===== src/rtl/lru_rank_pkg.sv =====
package lru_rank_pkg;

    // Default associativity of one tracked set
    localparam int unsigned LRU_DEF_WAYS = 4;

    // Width of an index or rank for n ways; never below one bit
    function automatic int unsigned lru_idx_w(input int unsigned n);
        return (n > 1) ? $clog2(n) : 1;
    endfunction

endpackage


===== src/rtl/lru_rank_cell.sv =====
// Next-rank logic of one way: promote on own access, step down if ranked
// above the accessed way's old rank, otherwise hold.
module lru_rank_cell #(
    parameter int unsigned WAYS     = lru_rank_pkg::LRU_DEF_WAYS,
    parameter int unsigned RW       = lru_rank_pkg::lru_idx_w(WAYS),
    parameter int unsigned THIS_WAY = 0
) (
    input  logic          acc_ok,
    input  logic          acc_sel,
    input  logic [RW-1:0] old_rank,
    input  logic [RW-1:0] rank_q,
    output logic [RW-1:0] rank_d
);
    localparam logic [RW-1:0] TOP_RANK = RW'(WAYS - 1);

    always_comb begin
        rank_d = rank_q;
        if (acc_ok) begin
            if (acc_sel) begin
                rank_d = TOP_RANK;
            end else if (rank_q > old_rank) begin
                rank_d = rank_q - RW'(1);
            end
        end
    end
endmodule


===== src/rtl/lru_rank_pick.sv =====
// Reads the current rank of the accessed way (the value before the update).
module lru_rank_pick #(
    parameter int unsigned WAYS = lru_rank_pkg::LRU_DEF_WAYS,
    parameter int unsigned RW   = lru_rank_pkg::lru_idx_w(WAYS),
    parameter int unsigned IW   = lru_rank_pkg::lru_idx_w(WAYS)
) (
    input  logic [WAYS-1:0][RW-1:0] ranks,
    input  logic [IW-1:0]           way,
    output logic [RW-1:0]           rank_of_way
);
    always_comb begin
        rank_of_way = '0;
        for (int i = 0; i < int'(WAYS); i++) begin
            if (way == IW'(i)) begin
                rank_of_way = ranks[i];
            end
        end
    end
endmodule


===== src/rtl/lru_zero_find.sv =====
// Encodes the index of the way whose rank is zero.
module lru_zero_find #(
    parameter int unsigned WAYS = lru_rank_pkg::LRU_DEF_WAYS,
    parameter int unsigned RW   = lru_rank_pkg::lru_idx_w(WAYS),
    parameter int unsigned IW   = lru_rank_pkg::lru_idx_w(WAYS)
) (
    input  logic [WAYS-1:0][RW-1:0] ranks,
    output logic [IW-1:0]           zero_idx
);
    logic [WAYS-1:0] is_zero;

    for (genvar g = 0; g < int'(WAYS); g++) begin : g_zero
        assign is_zero[g] = (ranks[g] == '0);
    end

    always_comb begin
        zero_idx = '0;
        for (int i = 0; i < int'(WAYS); i++) begin
            if (is_zero[i]) begin
                zero_idx = IW'(i);
            end
        end
    end
endmodule


===== src/rtl/lru_rank_tracker.sv =====
// Rank-counter LRU order for one cache set.
module lru_rank_tracker #(
    parameter int unsigned WAYS = lru_rank_pkg::LRU_DEF_WAYS
) (
    input  logic                                  clk,
    input  logic                                  rst_n,
    input  logic                                  acc_valid,
    input  logic [lru_rank_pkg::lru_idx_w(WAYS)-1:0] acc_way,
    input  logic                                  repl_req,
    output logic                                  victim_valid,
    output logic [lru_rank_pkg::lru_idx_w(WAYS)-1:0] victim_way
);
    import lru_rank_pkg::*;

    localparam int unsigned RW = lru_idx_w(WAYS);
    localparam int unsigned IW = lru_idx_w(WAYS);

    typedef struct packed {
        logic [WAYS-1:0][RW-1:0] rank;
    } lru_state_t;

    lru_state_t state_d, state_q;

    logic                    acc_ok;
    logic [RW-1:0]           old_rank;
    logic [WAYS-1:0][RW-1:0] cell_next;
    logic [WAYS*RW-1:0]      rank_flat;

    // Only indices of existing ways cause an update
    assign acc_ok = acc_valid && ({1'b0, acc_way} < (IW + 1)'(WAYS));

    lru_rank_pick #(.WAYS(WAYS), .RW(RW), .IW(IW)) u_pick (
        .ranks       (state_q.rank),
        .way         (acc_way),
        .rank_of_way (old_rank)
    );

    for (genvar g = 0; g < int'(WAYS); g++) begin : g_cell
        lru_rank_cell #(.WAYS(WAYS), .RW(RW), .THIS_WAY(g)) u_cell (
            .acc_ok   (acc_ok),
            .acc_sel  (acc_way == IW'(g)),
            .old_rank (old_rank),
            .rank_q   (state_q.rank[g]),
            .rank_d   (cell_next[g])
        );
    end

    always_comb begin
        state_d      = state_q;
        state_d.rank = cell_next;
    end

    always_ff @(posedge clk) begin
        if (!rst_n) begin
            for (int i = 0; i < int'(WAYS); i++) begin
                state_q.rank[i] <= RW'(i);
            end
        end else begin
            state_q <= state_d;
        end
    end

    lru_zero_find #(.WAYS(WAYS), .RW(RW), .IW(IW)) u_zero (
        .ranks    (state_q.rank),
        .zero_idx (victim_way)
    );

    assign victim_valid = repl_req;
    assign rank_flat    = state_q.rank;

endmodule


===== config.mk =====
export PLATFORM = sky130hd
export DESIGN_NAME = lru_rank_tracker
export DESIGN_NICKNAME = d
export VERILOG_FILES = /design/src/rtl/lru_rank_pkg.sv /design/src/rtl/lru_rank_cell.sv /design/src/rtl/lru_rank_pick.sv /design/src/rtl/lru_zero_find.sv /design/src/rtl/lru_rank_tracker.sv
export SDC_FILE = /design/constraint.sdc
export NUM_CORES = 1
export LEC_CHECK = 0
export BUFFER_PORTS_ARGS = -buffer_cell sky130_fd_sc_hd__buf_2
export CAP_MARGIN = 20
export CORE_MARGIN = 3
export CORE_UTILIZATION = 45
export DETAILED_ROUTE_END_ITERATION = 8
export MAX_ROUTING_LAYER = met4
export PLACE_DENSITY_LB_ADDON = 0.2
export SLEW_MARGIN = 20
export SYNTH_ARGS = -nofsm -noshare
export SYNTH_HDL_FRONTEND = slang
export SYNTH_SLANG_ARGS = --single-unit
export TNS_END_PERCENT = 20

===== constraint.sdc =====
create_clock -name clk -period 2.2 [get_ports clk]
set_input_delay 0.33 -clock clk [delete_from_list [all_inputs] [get_ports clk]]
set_output_delay 0.33 -clock clk [all_outputs]
set_load 0.1 [all_outputs]

# Word level (Yosys, flattened, before mapping)
# Cells that the tools add are included.
dict set report op_classes {
  add_sub_neg 4
  muxes 15
  n_eq_ne 3
  n_reduce_logical 12
  order_cmp 4
}
# operator n
set ops {}
lappend ops {{2-bit two-way mux} 14}
lappend ops {{2-bit greater-than comparator} 4}
lappend ops {{2-bit zero test} 4}
lappend ops {{2-bit AND reduction} 4}
lappend ops {{2-bit nonzero test} 4}
lappend ops {{2-bit by 1-bit subtractor with 2-bit output (second input constant)} 4}
lappend ops {{2-bit equality test (second input constant)} 2}
lappend ops {{2-bit by 1-bit equality test with 1-bit output (second input constant)} 1}
lappend ops {{1-bit two-way mux} 1}
dict set report totals {
  in_bits 6
  ff_bits 8
  wordCells 42
  out_inout_bits 3
}

# Depth between registers and ports, before layout
dict set report logic_depth {
  ltp_word 8
  ltp_mapped 7
  mapped_depth_nobuf 7
}

# Cells and area by module
# From an unflattened synthesis, not the netlist that was laid out.
dict set report hier_totals {
  cells_unflattened 78
  hier_area_um2 709.4
}
# mod area_each_um2 cells_each seq_area_each_um2 n_inst
set modules_own_cells {}
lappend modules_own_cells {lru_rank_cell 97.6 13 0.0 4}
lappend modules_own_cells {lru_rank_tracker 240.2 21 160.2 1}
lappend modules_own_cells {lru_rank_pick 52.6 2 0.0 1}
lappend modules_own_cells {lru_zero_find 26.3 3 0.0 1}

# Worst setup path before layout
# Ideal clock, no wire load.
dict set report synth_timing {
  path_kind {input-to-reg}
  startpoint {input port acc_way[1] (netlist bit)}
  endpoint {register state_q, in the netlist rank_flat[2]}
  arrival_ns 1.826
  setup_ns 0.122
  required_time_ns 2.078
  stages 7
  n_path_buf 0
  slack_ns 0.252
  cell_sequence {mux4_1 inv_1 ha_1 nor2b_1 o21ai_2 a21boi_2 o32a_1}
}
dict set report synth_between {
  elab_chain_cells 8
  word_cells_on_any_way 12
  cone_classes {order compare: 1; eq/ne: 3; mux: 5; reduce/logical: 3}
}
# item line_no
set synth_rtl {}
lappend synth_rtl {{start, declared} lru_rank_tracker.sv:8} ;# input logic [lru_rank_pkg::lru_idx_w(WAYS)-1:0] acc_way,
lappend synth_rtl {{2-bit zero test} lru_rank_pick.sv:14} ;# if (way == IW'(i)) begin
lappend synth_rtl {{2-bit two-way mux (4 in series)} lru_rank_pick.sv:14}
lappend synth_rtl {{2-bit greater-than comparator} lru_rank_cell.sv:21} ;# end else if (rank_q > old_rank) begin
lappend synth_rtl {{2-bit nonzero test (no source line)} --}
lappend synth_rtl {{2-bit AND reduction (no source line)} --}
lappend synth_rtl {{end signal, assigned} lru_rank_tracker.sv:59} ;# state_q <= state_d;
lappend synth_rtl {{end, declared} lru_rank_tracker.sv:22} ;# lru_state_t state_d, state_q;
# Parallel ways exist; a longest one is shown, timed or not.
# A chain may end at the register's enable or synchronous reset.

# Worst setup path in the final report
dict set report layout_timing {
  startpoint {register state_q, in the netlist rank_flat[3]}
  endpoint {register state_q, in the netlist rank_flat[5]}
}
dict set report layout_between {
  elab_chain_cells 6
}
# item line_no
set layout_rtl {}
lappend layout_rtl {{2-bit two-way mux (3 in series)} lru_rank_pick.sv:14}
lappend layout_rtl {{2-bit greater-than comparator} lru_rank_cell.sv:21}
lappend layout_rtl {{2-bit nonzero test (no source line)} --}
lappend layout_rtl {{2-bit AND reduction (no source line)} --}
# Every way passes these cells.

==> out/metrics.yaml <==
synth_top_family_by_area: "compound AO/OA/AOI/OAI gates"
path_delay_family: "compound AO/OA/AOI/OAI gates"
crit_arrival_ns: 2.20
portBuffers: 6
cp-start-kind: "flop"
period_share_pct: 93.3
dp_hpwl_um: 1220
drv_cap: 0
start_util_pct: 51.7
ys_seq_elements: 8
worstPathCellList: "mux4_1 > inv_1 > ha_1 > nor2b_1 > o21ai_2 > a21boi_1 > o32a_1"
finalHoldViolCount: 0
worst-path-buf-inv: 1
cts.sinks: 8
drive_gt1_share_pct: 21.4
grt_overflow: 0
cts_hold_buf: 0
min-delay-start: "rst_n"
die_w_um: 46.1
synthDistinctLibCells: 35
avgSynthCellArea_um2: 9.52
ys_async_sr_fraction_pct: 0
grt_busiest_layer: "met2"
grt_pass1_vias: 571
clkSlewWorstSetupHoldPaths_ns: 0.06
synth_compound_area_share_pct: 28.5
grt_pass1_wl_um: 2720
r2r-start: "rank_flat[3]$_SDFFE_PN0P_"
cts.repair.resized: 0
num_rows: 13
die_y_um: 46.1
yosys.area_share.xor_xnor_pct: 0
syn_to_final_growth_pct: 9.52
startpoint: "rank_flat[3]$_SDFFE_PN0P_"
status: "finished clean"
pre_cts_ws_ns: 0.0298
relSlewSlack_pct: 68.0
cts_tree: "yes"
place.gp.congestion: 0.766
p_per_area_nw_per_um2: 1050
end_kind: "flop"
dpl_cell_area_um2: 769
layout_common_cells: "11 x inv_1, 11 x ha_1, 8 x dfxtp_1"
yosys.area_share.adder_pct: 19.0
grt_util_met3_pct: 2.34
fin_crit_ns: 2.05
worst_pin_slew_ns: 0.484
grt_use_total_pct: 18.9
globalRouteMet2Util_pct: 27.2
setup_tns_ns: 0
setup_ws_ns: 0.148
finalWirelength_um: 1530
cts-htree-levels: 1
finalSetupViolations: 0
cts-root-buf: "clkbuf_4"
clockBufferDepth: 2
post_cts_buffers: 0
total_power_uw: 831
leakage_uw: 0.000393
post_drt_wl_per_cell_um: 15.5
ys.warnings.count: 0
met1_usage_pct: 25.4
finClkSkew_ns: 0.00131
synthMuxAreaShare_pct: 7.27
ant_nets: 0
vias_per_cell: 6.07
final_nets: 103
synth-simple-area-share_pct: 14.9
netlist.area_leader.share_pct: 22.1
required_ns: 2.35
stdcell_area_um2: 792
irDropWorstVdd_v: 0.000431
synthesis.nets: 93
core_area_um2: 1400
synth_area_leaders: "dfxtp_1 22%, ha_1 19%, mux4_1 7.3%"
antenna_found_initial: 0
slew_viol_final: 0
synth_cells: 76
dr_total_vias: 601
drc: 0
dr.pass1.iters: 4
critical_path_class: "flop to flop"
io_pins: 9
cpPeakStageDelay_ns: 0.50
r2r_slack_ns: 0.15
fp.dieArea_um2: 2120
crit_slowest_cell: "mux4_1"
yosysSeqAreaShare_pct: 22.1
antenna-diode-count: 0
fmax_mhz: 487
grt_max_degree: 13
largest_reg_flops: 8
crit_fanout: 4
clk_latency_ns: 0.26
synth_largest_area_cell: "dfxtp_1"
rsz0062_at_grt: "false"
holdCritPathClass: "input port to flop"
dr.first_iter.drc_count: 4
synth_area_um2: 723
synthFlopType: "dfxtp_1"
synth_edf_count: 0
cts_buffers: 3
==> final timing paths <==
check / to / cells after the start
max: rank_flat[5]$_SDFFE_PN1P_ / 7
min: rank_flat[6]$_SDFFE_PN1P_ / 2
max reg2reg: rank_flat[5]$_SDFFE_PN1P_ / 7
min reg2reg: rank_flat[6]$_SDFFE_PN1P_ / 1
==> routing by layer <==
layer  routed length (um)  up-vias  share of wire, %
li1                     -      302                 -
met1                  748      282                49
met2                  705       13                46
met3                   57        4               3.7
met4                   23        0               1.5
met5                    0        -                 0
==> per-stage QoR <==
stage	util, %	cells	hold WS, ns
6_report	56.6	99	0.367
3_3_place_gp	55.0	96	0.506
4_1_cts	56.6	99	0.363
3_5_place_dp	55.0	96	0.519
5_1_grt	56.6	99	0.382
2_1_floorplan	-	76	0.459
==> report_power, final <==
part | switching, uW | internal [uW]
logic | 282 | 209
clock network | 57.6 | 63.0
registers | 39.6 | 179
==> worst reg2reg max path, stage by stage, from the launching register on <==
cell and delay (ns):
dfxtp_1 0.35, mux4_1 0.50, inv_1 0.16, ha_1 0.27, nor2b_1 0.16, o21ai_2 0.14
a21boi_1 0.10, o32a_1 0.28
==> cells in the mapped netlist, types with 2 or more instances <==
cell type and n:
a21oi_1 2, dfxtp_1 8, ha_1 11, inv_1 11
mux4_1 2, nand2_1 5, nand2b_1 2, nand3_1 2
nor2_1 2, nor2b_1 2, o21ai_1 2, o21ai_2 2
o221a_1 2, o32a_1 2
==> logic make-up (layout without fill, tap and decap cells) <==
family	Yosys count	after routing
compound gates	22	22
simple gates	19	19
fa+ha+maj	11	11
buf+inv	14	22
flops	8	8
mux	2	2
==> layout make-up <==
cell class / count / area [um2]
inverters: 11 / 41.3
flip-flops and latches: 8 / 160
well taps: 15 / 18.8
clock buffers: 3 / 22.5
multi-input cells: 54 / 504
repair buffers: 8 / 45.0
fillers: 129 / 607
No activity file was read; power rests on OpenSTA's default activity.
